--- src/rtl/recon_pkg.sv ---
package recon_pkg;
    // number of primitive quantities handled side by side
    localparam int RECON_NPRIM = 4;
    // lane order on every packed bus
    localparam int LANE_RHO = 0;
    localparam int LANE_U   = 1;
    localparam int LANE_V   = 2;
    localparam int LANE_P   = 3;
endpackage

--- src/rtl/slope_minmod.sv ---
// Minmod choice between an outer slope and the centre slope.
module slope_minmod #(
    parameter int DW = 17
) (
    input  logic signed [DW-1:0] outer,
    input  logic signed [DW-1:0] centre,
    output logic signed [DW-1:0] pick
);
    logic          zero_o, zero_c, agree;
    logic [DW-1:0] mag_o, mag_c;

    always_comb begin
        zero_o = (outer == '0);
        zero_c = (centre == '0);
        agree  = !zero_o && !zero_c && (outer[DW-1] == centre[DW-1]);
        mag_o  = outer[DW-1]  ? (~outer + 1'b1)  : outer;
        mag_c  = centre[DW-1] ? (~centre + 1'b1) : centre;
        if (!agree)
            pick = '0;
        else if (mag_o < mag_c)
            pick = outer;
        else
            pick = centre;
    end
endmodule

--- src/rtl/recon_lane.sv ---
// One primitive quantity: slope stage, then limit and extrapolate stage.
module recon_lane #(
    parameter int W = 16
) (
    input  logic                clk,
    input  logic                rst_n,
    input  logic                ld_slope,
    input  logic                ld_face,
    input  logic signed [W-1:0] p_ll,
    input  logic signed [W-1:0] p_l,
    input  logic signed [W-1:0] p_r,
    input  logic signed [W-1:0] p_rr,
    output logic signed [W-1:0] face_l,
    output logic signed [W-1:0] face_r
);
    localparam int DW = W + 1;

    logic signed [DW-1:0] s_lo_q, s_mid_q, s_hi_q;
    logic signed [W-1:0]  base_l_q, base_r_q;
    logic signed [DW-1:0] g_l, g_r, half_l, half_r;
    logic        [DW-1:0] sum_l, sum_r;

    always_ff @(posedge clk) begin
        if (!rst_n) begin
            s_lo_q   <= '0;
            s_mid_q  <= '0;
            s_hi_q   <= '0;
            base_l_q <= '0;
            base_r_q <= '0;
        end else if (ld_slope) begin
            s_lo_q   <= {p_l[W-1], p_l}   - {p_ll[W-1], p_ll};
            s_mid_q  <= {p_r[W-1], p_r}   - {p_l[W-1], p_l};
            s_hi_q   <= {p_rr[W-1], p_rr} - {p_r[W-1], p_r};
            base_l_q <= p_l;
            base_r_q <= p_r;
        end
    end

    slope_minmod #(.DW(DW)) u_lim_left (
        .outer (s_lo_q),
        .centre(s_mid_q),
        .pick  (g_l)
    );

    slope_minmod #(.DW(DW)) u_lim_right (
        .outer (s_hi_q),
        .centre(s_mid_q),
        .pick  (g_r)
    );

    always_comb begin
        half_l = g_l >>> 1;
        half_r = g_r >>> 1;
        sum_l  = {base_l_q[W-1], base_l_q} + half_l;
        sum_r  = {base_r_q[W-1], base_r_q} - half_r;
    end

    always_ff @(posedge clk) begin
        if (!rst_n) begin
            face_l <= '0;
            face_r <= '0;
        end else if (ld_face) begin
            face_l <= sum_l[W-1:0];
            face_r <= sum_r[W-1:0];
        end
    end
endmodule

--- src/rtl/minmod_face_recon.sv ---
module minmod_face_recon
    import recon_pkg::*;
#(
    parameter int W = 16
) (
    input  logic                       clk,
    input  logic                       rst_n,
    input  logic                       in_valid,
    input  logic [RECON_NPRIM*W-1:0]   in_ll,
    input  logic [RECON_NPRIM*W-1:0]   in_l,
    input  logic [RECON_NPRIM*W-1:0]   in_r,
    input  logic [RECON_NPRIM*W-1:0]   in_rr,
    output logic                       out_valid,
    output logic [RECON_NPRIM*W-1:0]   out_left,
    output logic [RECON_NPRIM*W-1:0]   out_right
);
    logic slope_vld_q;

    always_ff @(posedge clk) begin
        if (!rst_n) begin
            slope_vld_q <= 1'b0;
            out_valid   <= 1'b0;
        end else begin
            slope_vld_q <= in_valid;
            out_valid   <= slope_vld_q;
        end
    end

    for (genvar k = 0; k < RECON_NPRIM; k++) begin : g_lane
        logic signed [W-1:0] fl, fr;

        recon_lane #(.W(W)) u_lane (
            .clk     (clk),
            .rst_n   (rst_n),
            .ld_slope(in_valid),
            .ld_face (slope_vld_q),
            .p_ll    (in_ll[k*W +: W]),
            .p_l     (in_l[k*W +: W]),
            .p_r     (in_r[k*W +: W]),
            .p_rr    (in_rr[k*W +: W]),
            .face_l  (fl),
            .face_r  (fr)
        );

        assign out_left[k*W +: W]  = fl;
        assign out_right[k*W +: W] = fr;
    end
endmodule

--- config.mk ---
export PLATFORM = sky130hd
export DESIGN_NAME = minmod_face_recon
export DESIGN_NICKNAME = d
export VERILOG_FILES = /design/src/rtl/recon_pkg.sv /design/src/rtl/slope_minmod.sv /design/src/rtl/recon_lane.sv /design/src/rtl/minmod_face_recon.sv
export SDC_FILE = /design/constraint.sdc
export NUM_CORES = 2
export LEC_CHECK = 0
export BUFFER_PORTS_ARGS = -buffer_cell sky130_fd_sc_hd__buf_2
export CORE_MARGIN = 10
export CORE_UTILIZATION = 30
export DETAILED_ROUTE_END_ITERATION = 10
export HOLD_SLACK_MARGIN = 0.02
export PLACE_DENSITY = 0.53
export SYNTH_ARGS = -nofsm -noshare
export SYNTH_HDL_FRONTEND = slang
export SYNTH_HIERARCHICAL = 1
export SYNTH_SLANG_ARGS = --single-unit
--- constraint.sdc ---
create_clock -name clk -period 6.2 [get_ports clk]
set_clock_uncertainty 0.2 [all_clocks]
set_input_delay 0.31 -clock clk [delete_from_list [all_inputs] [get_ports clk]]
set_output_delay 0.31 -clock clk [all_outputs]
set_load 0.02 [all_outputs]
==> results_dict.tcl <==
set metrics [dict create \
    status "finished, final reports clean" \
    post-route-period-util_pct 93.1 \
    rows 137 \
    crit_chain "or4_4 -> or3_4 -> or3_4 -> nor4b_1 -> ha_1 -> and4_1 -> a22oi_1 -> nand3_1 -> a21oi_1 -> ha_1 -> a21oi_1 -> o21ai_0 -> a2111oi_0 -> o21bai_1 -> mux2i_1 -> a311o_1" \
    critical-path-top-delay-family "compound AO/OA/AOI/OAI gates" \
    remaining_drc_errors 0 \
    path_class "flip-flop to flip-flop" \
    clkLatencyLatePin_ns 0.68 \
    worstPathRequired_ns 6.55 \
    cts_root_buf "clkbuf_16" \
    cpMaxStageDelayCell "a22oi_1" \
    max_freq_mhz 173 \
    internal-power_w 0.00806 \
    dieArea_um2 155000 \
    drt-vias-per-instance 5.38 \
    ioPinCount 388 \
    hpwl_um 126000 \
    hp-class "primary input to flip-flop" \
    max_slew_margin_pct 15.5 \
    drt_iter0_markers 2756 \
    overflow 0 \
    portBuffers 387 \
    syn-cell-area_um2 41900 \
    rsz0062_at_grt "false" \
    layout-drive-gt1-share_pct 12.2 \
    syn_area_per_cell_um2 7.78 \
    htreeDepth 2 \
    syn_to_final_growth_pct 19.5 \
    syn-instance-count 5391 \
    path_max_fanout 12 \
    setup_violations 0 \
    cts_buffers 60 \
    leakagePower_nw 21.6 \
    cap_violations 0 \
    fillers 14684 \
    vias 42229 \
    final_core_util_pct 36.0 \
    pre_cts_ws_ns 0.450 \
    switching_share_pct 41.4 \
    worst_pin_slew_ns 1.26 \
    die_h_um 394 \
    hold_viol 0 \
    p_seq_share_pct 26.8 \
    path_buf_inv 0 \
    min_period_ns 5.77 \
    combPwrFrac_pct 45.4 \
    synth_nets 6126 \
    start_util_pct 30.1 \
    clock_sinks 462 \
    start_kind "flip-flop" \
    ir_worst_vdd_mv 0.221 \
    cts_tree "yes" \
    nNetsFinal 6650 \
    routedWlPerCell_um 20.7 \
    ys.warnings.count 6 \
    setup_ws_ns 0.431 \
    grt_max_degree 92 \
    grt_pass1_vias 41110 \
    setup_tns_ns 0 \
    power.share.clock_pct 27.7 \
    wl_um 163000 \
    core-area_um2 139000 \
    switchingPower_w 0.00570 \
    dr.pass1.iters 6 \
    postCtsSetupRepairBufs 0 \
    antenna_found_initial 6 \
    worstSetupEndpointType "flip-flop" \
    die_x_um 394 \
    clock_path_buffers 3 \
    path_clk_slew_ns 0.07 \
    place_congestion 0.901 \
    slowest_delay_ns 0.76 \
    p_per_area_nw_per_um2 274 \
    crit_arrival_ns 6.12 \
    ant_nets 0 \
    drv_slew 0 \
    grt_pass1_wl_um 248000 \
    gr-usage-all-layers_pct 19.9 \
]
[layout make-up]
type,count,area [um2],share of cell area [%]
well taps,1876,2350,4.68
diodes,4,10.0,0.0200
flip-flops and latches,462,9250,18.5
repair buffers,697,4820,9.61
clock buffers,79,1700,3.40
multi-input cells,4322,30200,60.2
clock inverters,33,402,0.801
inverters,372,1400,2.79
[placed cells by master, fill, tap and decap left out, types with 33 or more instances in the layout]
| cell type | count |
|---|---|
| a21oi_1 | 375 |
| nand3_1 | 192 |
| o21ai_0 | 450 |
| dlygate4sd3_1 | 209 |
| nand2_1 | 367 |
| o21bai_1 | 33 |
| dfxtp_1 | 461 |
| inv_1 | 365 |
| buf_4 | 100 |
| nor2b_1 | 62 |
| buf_2 | 385 |
| a21o_1 | 68 |
| o31ai_1 | 88 |
| xnor2_1 | 246 |
| nand4_1 | 55 |
| and3_1 | 34 |
| nor3_1 | 113 |
| or3_1 | 35 |
| mux2i_1 | 221 |
| a31oi_1 | 74 |
| clkbuf_16 | 61 |
| o21ai_1 | 95 |
| nand2b_1 | 49 |
| xor2_1 | 158 |
| a211oi_1 | 112 |
| nor2_1 | 453 |
| ha_1 | 456 |
| o21a_1 | 86 |
[power by group through the flow]
stage | Combinational (W) | Sequential [W] | Clock (W)
2_1_floorplan | 0.00432 | 0.00372 | 0
3_3_place_gp | 0.00601 | 0.00374 | 0
3_5_place_dp | 0.00604 | 0.00375 | 0
4_1_cts | 0.00619 | 0.00369 | 0.00393
5_1_grt | 0.00691 | 0.00373 | 0.00402
6_report | 0.00625 | 0.00369 | 0.00382
[worst min-delay path, cell delays in order]
cell and delay (ns):
buf_2 0.13, ha_1 0.21, o21a_1 0.15, o31ai_1 0.06
[routing by layer]
layer  vias up  wire length, um  global-route usage (%)
li1      20675                -                       -
met1     20050            73000                    25.8
met2      1218            74100                    32.6
met3       284             9080                    3.24
met4         2             6580                    7.67
met5         -               13                       0
[timing repair]
item | CTS | global route
hold buffers | 209 | 0
hold endpoints to repair | 222 | 0
setup endpoints to repair | 0 | 13
gates resized for setup | 0 | 4
[sequential cells by signal (all words and copies together) (netlist names)]
name                    flops
out_valid                   1
g_lane.u_lane/s_lo_q       68
g_lane.u_lane/face_r       64
g_lane.u_lane/base_r_q     64
g_lane.u_lane/s_mid_q      68
slope_vld_q                 1
g_lane.u_lane/face_l       64
g_lane.u_lane/s_hi_q       68
g_lane.u_lane/base_l_q     64
[worst paths after layout]
| path | from | end | slack [ns] | depth (start not counted) |
|---|---|---|---|---|
| max | g_lane[1].u_lane/s_lo_q[6] | g_lane[1].u_lane/face_l[14] | 0.43 | 16 |
| min | in_rr[22] | g_lane[1].u_lane/s_hi_q[6] | 0.07 | 4 |
| max reg2reg | g_lane[1].u_lane/s_lo_q[6] | g_lane[1].u_lane/face_l[14] | 0.43 | 16 |
| min reg2reg | g_lane[1].u_lane/face_r[14] | g_lane[1].u_lane/face_r[14] | 0.26 | 2 |
[through the flow]
stage	hold WS [ns]	total power (W)	instance area, um2	instances
after floorplan	0.232	0.00803	41900	5391
after global placement	0.236	0.00975	45900	7520
after detailed placement	0.243	0.00978	45900	7520
after CTS	0.0205	0.0138	50100	7841
after global routing	0.0837	0.0147	50100	7842
final	0.0670	0.0138	50100	7845
Power figures use the tool's default switching activity.
